==> config.mk <==
export PLATFORM = sky130hd
export DESIGN_NAME = gsc_top
export DESIGN_NICKNAME = d
export VERILOG_FILES = /design/src/rtl/gsc_pkg.sv /design/src/rtl/gsc_ctrl.sv /design/src/rtl/gsc_datapath.sv /design/src/rtl/gsc_top.sv
export SDC_FILE = /design/constraint.sdc
export NUM_CORES = 2
export LEC_CHECK = 0
export BUFFER_PORTS_ARGS = -buffer_cell sky130_fd_sc_hd__buf_4
export CAP_MARGIN = 20
export CORE_UTILIZATION = 50
export CTS_BUF_LIST = sky130_fd_sc_hd__clkbuf_4
export DETAILED_ROUTE_END_ITERATION = 6
export PLACE_DENSITY = 0.7
export SLEW_MARGIN = 20
export SYNTH_ARGS = -nofsm -noshare
export SYNTH_HDL_FRONTEND = slang
export SYNTH_SLANG_ARGS = --single-unit
export TNS_END_PERCENT = 50
==> constraint.sdc <==
create_clock -name clk -period 10.9 [get_ports clk]
set_input_delay 1.635 -clock clk [delete_from_list [all_inputs] [get_ports clk]]
set_output_delay 1.635 -clock clk [all_outputs]
set_load 0.005 [all_outputs]
==> src/rtl/gsc_pkg.sv <==
package gsc_pkg;
  localparam int DATA_W = 8;

  localparam logic [1:0] SEL_ADDR_LO = 2'd0;
  localparam logic [1:0] SEL_ADDR_HI = 2'd1;
  localparam logic [1:0] SEL_DATA    = 2'd2;
  localparam logic [1:0] SEL_CMD     = 2'd3;

  localparam int BIT_READ   = 0;
  localparam int BIT_STROBE = 1;
  localparam int BIT_ARM    = 2;

  typedef struct packed {
    logic              ldAddrLo;
    logic              ldAddrHi;
    logic              ldData;
    logic              ldRead;
    logic              commit;
    logic [DATA_W-1:0] wrData;
  } dpStrobe_t;
endpackage

==> src/rtl/gsc_ctrl.sv <==
module gsc_ctrl
  import gsc_pkg::*;
#(
  parameter int WRITE_CYCLES = 64,
  parameter int ARM_WINDOW   = 4,
  parameter int RD_STALL     = 4,
  parameter int WR_STALL     = 2
) (
  input  logic              clk,
  input  logic              rstN,
  input  logic              busWrEn,
  input  logic [1:0]        busAddr,
  input  logic [DATA_W-1:0] busWrData,
  input  logic              flashBusy,
  output dpStrobe_t         strobe,
  output logic              cpuStall,
  output logic              readyIrq,
  output logic              armFlag,
  output logic              busyFlag,
  output logic              readPend
);
  localparam int ARM_CW   = $clog2(ARM_WINDOW + 1);
  localparam int BUSY_CW  = $clog2(WRITE_CYCLES + 1);
  localparam int STALL_MX = (RD_STALL > WR_STALL) ? RD_STALL : WR_STALL;
  localparam int STALL_CW = $clog2(STALL_MX + 1);

  localparam logic [ARM_CW-1:0]   ARM_LOAD  = ARM_CW'(ARM_WINDOW);
  localparam logic [BUSY_CW-1:0]  BUSY_LOAD = BUSY_CW'(WRITE_CYCLES);
  localparam logic [BUSY_CW-1:0]  BUSY_ONE  = BUSY_CW'(1);
  localparam logic [STALL_CW-1:0] RD_LOAD   = STALL_CW'(RD_STALL);
  localparam logic [STALL_CW-1:0] WR_LOAD   = STALL_CW'(WR_STALL);
  localparam logic [STALL_CW-1:0] STALL_ONE = STALL_CW'(1);

  logic [ARM_CW-1:0]   armCnt;
  logic [BUSY_CW-1:0]  busyCnt;
  logic [STALL_CW-1:0] stallCnt;

  logic accept, cmdWr, wantRead, wantArm, fire;

  assign armFlag  = (armCnt != '0);
  assign busyFlag = (busyCnt != '0);
  assign cpuStall = (stallCnt != '0);

  // Bus writes are refused while the CPU is held.
  assign accept   = busWrEn && !cpuStall;
  assign cmdWr    = accept && (busAddr == SEL_CMD);
  assign wantRead = cmdWr && busWrData[BIT_READ] && !busyFlag;
  assign wantArm  = cmdWr && busWrData[BIT_ARM] && !busWrData[BIT_STROBE]
                    && !busWrData[BIT_READ] && !busyFlag;
  assign fire     = cmdWr && busWrData[BIT_STROBE] && !busWrData[BIT_READ]
                    && armFlag && !busyFlag && !flashBusy;

  // Arm window: loaded on arming, counts down, consumed by a fire.
  always_ff @(posedge clk or negedge rstN) begin
    if (!rstN)                armCnt <= '0;
    else if (fire)            armCnt <= '0;
    else if (wantArm)         armCnt <= ARM_LOAD;
    else if (armCnt != '0)    armCnt <= armCnt - 1'b1;
  end

  // Self-timed write duration.
  always_ff @(posedge clk or negedge rstN) begin
    if (!rstN)                busyCnt <= '0;
    else if (fire)            busyCnt <= BUSY_LOAD;
    else if (busyCnt != '0)   busyCnt <= busyCnt - 1'b1;
  end

  // CPU hold timer shared by read and write starts.
  always_ff @(posedge clk or negedge rstN) begin
    if (!rstN)                stallCnt <= '0;
    else if (wantRead)        stallCnt <= RD_LOAD;
    else if (fire)            stallCnt <= WR_LOAD;
    else if (stallCnt != '0)  stallCnt <= stallCnt - 1'b1;
  end

  always_ff @(posedge clk or negedge rstN) begin
    if (!rstN)                                     readPend <= 1'b0;
    else if (wantRead)                             readPend <= 1'b1;
    else if (readPend && (stallCnt == STALL_ONE))  readPend <= 1'b0;
  end

  always_ff @(posedge clk or negedge rstN) begin
    if (!rstN) readyIrq <= 1'b0;
    else       readyIrq <= (busyCnt == BUSY_ONE);
  end

  always_comb begin
    strobe          = '0;
    strobe.wrData   = busWrData;
    strobe.ldAddrLo = accept && !busyFlag && (busAddr == SEL_ADDR_LO);
    strobe.ldAddrHi = accept && !busyFlag && (busAddr == SEL_ADDR_HI);
    strobe.ldData   = accept && !busyFlag && (busAddr == SEL_DATA);
    strobe.ldRead   = readPend && (stallCnt == STALL_ONE);
    strobe.commit   = (busyCnt == BUSY_ONE);
  end
endmodule

==> src/rtl/gsc_datapath.sv <==
module gsc_datapath
  import gsc_pkg::*;
#(
  parameter int ADDR_W = 9
) (
  input  logic              clk,
  input  logic              rstN,
  input  dpStrobe_t         strobe,
  output logic [DATA_W-1:0] addrLoView,
  output logic [DATA_W-1:0] addrHiView,
  output logic [DATA_W-1:0] dataView
);
  localparam int DEPTH = 1 << ADDR_W;
  localparam int HI_W  = ADDR_W - DATA_W;

  logic [ADDR_W-1:0] addrReg;
  logic [DATA_W-1:0] dataReg;
  logic [DATA_W-1:0] store [DEPTH];

  always_ff @(posedge clk or negedge rstN) begin
    if (!rstN) addrReg <= '0;
    else begin
      if (strobe.ldAddrLo) addrReg[DATA_W-1:0] <= strobe.wrData;
      if (strobe.ldAddrHi) addrReg[ADDR_W-1:DATA_W] <= strobe.wrData[HI_W-1:0];
    end
  end

  always_ff @(posedge clk or negedge rstN) begin
    if (!rstN)              dataReg <= '0;
    else if (strobe.ldRead) dataReg <= store[addrReg];
    else if (strobe.ldData) dataReg <= strobe.wrData;
  end

  always_ff @(posedge clk) begin
    if (strobe.commit) store[addrReg] <= dataReg;
  end

  assign addrLoView = addrReg[DATA_W-1:0];
  assign addrHiView = DATA_W'(addrReg[ADDR_W-1:DATA_W]);
  assign dataView   = dataReg;
endmodule

==> src/rtl/gsc_top.sv <==
module gsc_top
  import gsc_pkg::*;
#(
  parameter int ADDR_W       = 9,
  parameter int WRITE_CYCLES = 64
) (
  input  logic        clk,
  input  logic        rstN,
  input  logic        busWrEn,
  input  logic [1:0]  busAddr,
  input  logic [7:0]  busWrData,
  output logic [7:0]  busRdData,
  input  logic        flashBusy,
  output logic        cpuStall,
  output logic        readyIrq
);
  dpStrobe_t         strobe;
  logic              armFlag, busyFlag, readPend;
  logic [DATA_W-1:0] addrLoView, addrHiView, dataView;

  gsc_ctrl #(.WRITE_CYCLES(WRITE_CYCLES)) u_ctrl (
    .clk(clk), .rstN(rstN), .busWrEn(busWrEn), .busAddr(busAddr),
    .busWrData(busWrData), .flashBusy(flashBusy), .strobe(strobe),
    .cpuStall(cpuStall), .readyIrq(readyIrq), .armFlag(armFlag),
    .busyFlag(busyFlag), .readPend(readPend)
  );

  gsc_datapath #(.ADDR_W(ADDR_W)) u_dp (
    .clk(clk), .rstN(rstN), .strobe(strobe), .addrLoView(addrLoView),
    .addrHiView(addrHiView), .dataView(dataView)
  );

  always_comb begin
    unique case (busAddr)
      SEL_ADDR_LO: busRdData = addrLoView;
      SEL_ADDR_HI: busRdData = addrHiView;
      SEL_DATA:    busRdData = dataView;
      default:     busRdData = {5'b0, armFlag, busyFlag, readPend};
    endcase
  end
endmodule

==> summary.txt <==
Status
  – Status: finished with violations
  – Failing checks: design-rule violations

Power and ir drop
  – NetSw: 6.093 mW
  – Net Sw Frac: 20.47%
  – Combinational share of power: 0.1%
  – Pwr per Cell Area: 167.4 mW/mm^2
  – Clk pwr share: 42.3%
  – Peak VDD IR: 0.1104 mV
  – Internal: 23.68 mW
  – Lkg Pwr: 55.08 nW
  – Sequential group share of total power: 57.7%

STA
  – Post-route clock skew: 0.1899 ns
  – Final hold violation count: 0
  – Unrepaired setup endpoints after global routing: false
  – Fin crit share: 55.90%
  – Final setup violation count: 0
  – Slew at the pin closest to its max-slew limit: 1.320 ns
  – Final min period: 6.094 ns
  – Setup tns final: 0 ns
  – Slew Limit Fails: 0
  – Max-slew headroom: 11.30%
  – Highest clock rate: 164.1 MHz

Routing
  – ANT nets after route: 0
  – Vias: 87.24k
  – Final WL: 466,500 microns
  – DR iter-0 viols: 14.67k
  – Drt wl/cell: 35.43 microns
  – Via density per instance: 6.626
  – DRC Markers: 5
  – DRT Pass-1 Iters: 7

Clock tree
  – Root Buffer Master: clkbuf_4
  – Inserted Clock Buffers: 1,098
  – Clock buffer depth: 5
  – CTS sink cnt: 4,128
  – Postcts setup bufs: 0
  – Clk_lat worst skew: 1.69 ns
  – Clk pin slew, worst setup/hold paths: 0.06 ns
  – Htree depth: 7
  – CTS tree: done
  – # hold bufs at CTS: 1
  – Number of gates resized after CTS: 0

Floorplanning
  – Die Height: 568.4 microns
  – Die footprint: 0.3231 sq mm
  – FP Rows: 207
  – Die W: 568.4 microns
  – Initial Util: 50.36%
  – Core area: 0.3186 sq mm
  – Number of I/O pins: 24

Logic synthesis
  – Prevailing post-synth register cell: edfxtp_1
  – Syn_nets: 7,548
  – Cells after Synth: 7,526
  – Post-Syn Area: 0.1604 sq mm
  – Number of flops mapped to enable cells by yosys: 4,096
  – Top cell type's share of synthesized area: 76.67%
  – Fraction of registers with async set/reset: 0.7752%
  – Share of the yosys chip area belonging to registers: 77.17%
  – Yosys warns: 0
  – Leading area contributor after synthesis: edfxtp_1
  – Synth Register Bits: 4,128
  – Cells taking the most area after synthesis: edfxtp_1 (77%), mux4_2 (14%), mux2i_1 (1.6%)
  – Syn Area/Cell: 21.32 sq um
  – Synth cell types: 72

Placement
  – IO buf count: 23
  – HPWL Detailed: 279,500 microns
  – RePlAce Congestion: 0.9339

GRT
  – Met3 usage: 10.56%
  – Initial antenna violation count: 30
  – Busiest layer in global routing: met2
  – Vias in the first global route: 86.48k
  – Grt ovf: 0
  – Largest net degree at the start of global routing: 249
  – Met2 Use GR: 41.78%
  – First-pass GRT wire length: 650,700 microns
  – Met1 GRT Util: 38.47%
  – GRT Util Overall: 29.05%

Critical path
  – Worst setup EP type: register
  – Crit-path max FO: 85
  – Startpoint Class: register
  – WP data required: 12.38 ns
  – Worst Path Arrival: 7.57 ns
  – Setup CP Type: reg -> reg
  – Worst Reg-to-Reg Cells: 10

Finish
  – Share of cells above drive strength 1: 32.26%
  – Storage cell area: 0.1238 sq mm
  – Area Overhead vs Synth: 10.83%
  – Multi-input gate area: 0.03433 sq mm
  – Final Net Count: 8,397
  – Finished Core Util: 55.82%
  – Fill count: 23.54k

Worst hold path
  – Hold Path Class: in -> reg
  – Worst Hold Depth: 3

Run
  – # Max-Cap Violations: 0
cell families (layout without fill, tap and decap cells):
kind of cell | after synthesis | after routing | share of synthesized area (%)
compound gates | 551 | 551 | 2.362
xor+xnor | 4 | 4 | 0.02184
fa+ha+maj | 8 | 8 | 0.06240
buf+inv | 490 | 1931 | 1.610
flops | 4128 | 4128 | 77.17
mux | 1296 | 1296 | 15.98
other cells | 0 | 20 | 0
simple gates | 1049 | 1049 | 2.801
final timing paths:
check / startpoint / to / slack [ns]
min: busWrData[2] / u_dp.addrReg[2] / 0.29
min in group asynchronous: rstN / u_dp.dataView[1] / 0.55
max reg2reg: u_dp.addrReg[0] / u_dp.dataView[4] / 4.81
min reg2reg: u_ctrl.busyCnt[3] / u_ctrl.busyCnt[3] / 0.50
max: u_dp.addrReg[0] / u_dp.dataView[4] / 4.81
max in group asynchronous: rstN / u_dp.dataView[5] / 9.75
critical path, cell delays in order, from the launching register on:
cell and delay [ns]:
dfrtp_4 0.64, buf_12 0.43, buf_12 0.56, buf_4 0.59, mux4_2 0.57, mux2i_1 0.40, o22ai_1 0.43, or3_1 0.43
o41ai_1 0.95, and4_1 0.37, a21oi_1 0.08
per-layer routing:
metal	share of wire [%]	up-vias
met2	45	7120
li1	-	33670
met5	0.019	-
met4	5.7	14
met1	35	45130
met3	14	1311
state kept, by name, summed over array words and instances, names as in the netlist:
name             count
u_dp.store        4096
u_ctrl.readPend      1
u_ctrl.stallCnt      3
u_dp.dataView        8
u_ctrl.armCnt        3
u_ctrl.busyCnt       7
u_dp.addrReg         9
u_ctrl.readyIrq      1
synth_stat cells (all sizes together) (4+ instances only):
| cell | n |
|---|---|
| nand4 | 22 |
| mux4 | 1007 |
| o32ai | 8 |
| and3 | 15 |
| a21oi | 91 |
| and3b | 6 |
| buf | 251 |
| nand2b | 17 |
| nor3 | 57 |
| and4 | 4 |
| o2111ai | 6 |
| o31ai | 5 |
| a311oi | 6 |
| a31oi | 33 |
| or2 | 7 |
| o21ai | 76 |
| inv | 17 |
| nand2 | 179 |
| o221ai | 17 |
| nor4 | 17 |
| a2111oi | 13 |
| dfrtp | 32 |
| nor3b | 5 |
| and2 | 14 |
| mux2 | 38 |
| a221oi | 20 |
| nand3b | 5 |
| clkbuf | 222 |
| mux2i | 251 |
| ha | 8 |
| edfxtp | 4096 |
| a22oi | 134 |
| o22ai | 55 |
| nor2 | 615 |
| or3 | 4 |
| nor2b | 22 |
| o211ai | 9 |
| nand3 | 53 |
| a22o | 23 |
| a32oi | 10 |
| a221o | 4 |
| a211oi | 19 |
layout by cell type, fill, tap and decap left out, types with 54 or more instances in the layout:
cell type / Yosys / layout
a22oi_1: 133 / 133
mux4_2: 1004 / 1004
clkinv_1: 0 / 140
nand2_1: 179 / 163
nor2_1: 615 / 602
o22ai_1: 55 / 54
a21oi_1: 91 / 91
clkbuf_4: 0 / 1502
buf_4: 68 / 188
edfxtp_1: 4096 / 4096
o21ai_0: 74 / 71
mux2i_1: 251 / 251
cell type report:
class / count / area share (%)
Multi-Input combinational cell: 2908 / 19.30
Clock inverter: 191 / 0.5587
Timing Repair Buffer: 222 / 1.136
Inverter: 17 / 0.04222
Sequential cell: 4128 / 69.65
Tap cell: 4180 / 2.941
Antenna cell: 20 / 0.02815
Clock buffer: 1501 / 6.337
stage by stage:
| step | area, sq um | hold WS [ns] | setup slack, ns | std cells | power, mW |
|---|---|---|---|---|---|
| after floorplan | 160400 | 0.4579 | 1.880 | 7526 | 17.52 |
| after global placement | 165200 | 0.4758 | 4.887 | 11450 | 17.53 |
| after detailed placement | 165300 | 0.4886 | 4.889 | 11450 | 17.53 |
| after CTS | 177600 | 0.1606 | 4.768 | 13140 | 29.88 |
| after global routing | 177800 | 0.2467 | 4.716 | 13160 | 30.66 |
| final | 177800 | 0.2915 | 4.806 | 13170 | 29.77 |
power groups by stage:
stage               Sequential (mW)  Clock [mW]  Combinational (mW)
global placement               17.5           0              0.0212
finish                         17.2        12.6              0.0220
floorplan                      17.5           0             0.00443
global route                   17.2        13.5              0.0219
detailed placement             17.5           0              0.0213
CTS                            17.2        12.7              0.0216
Power figures use the tool's default switching activity.
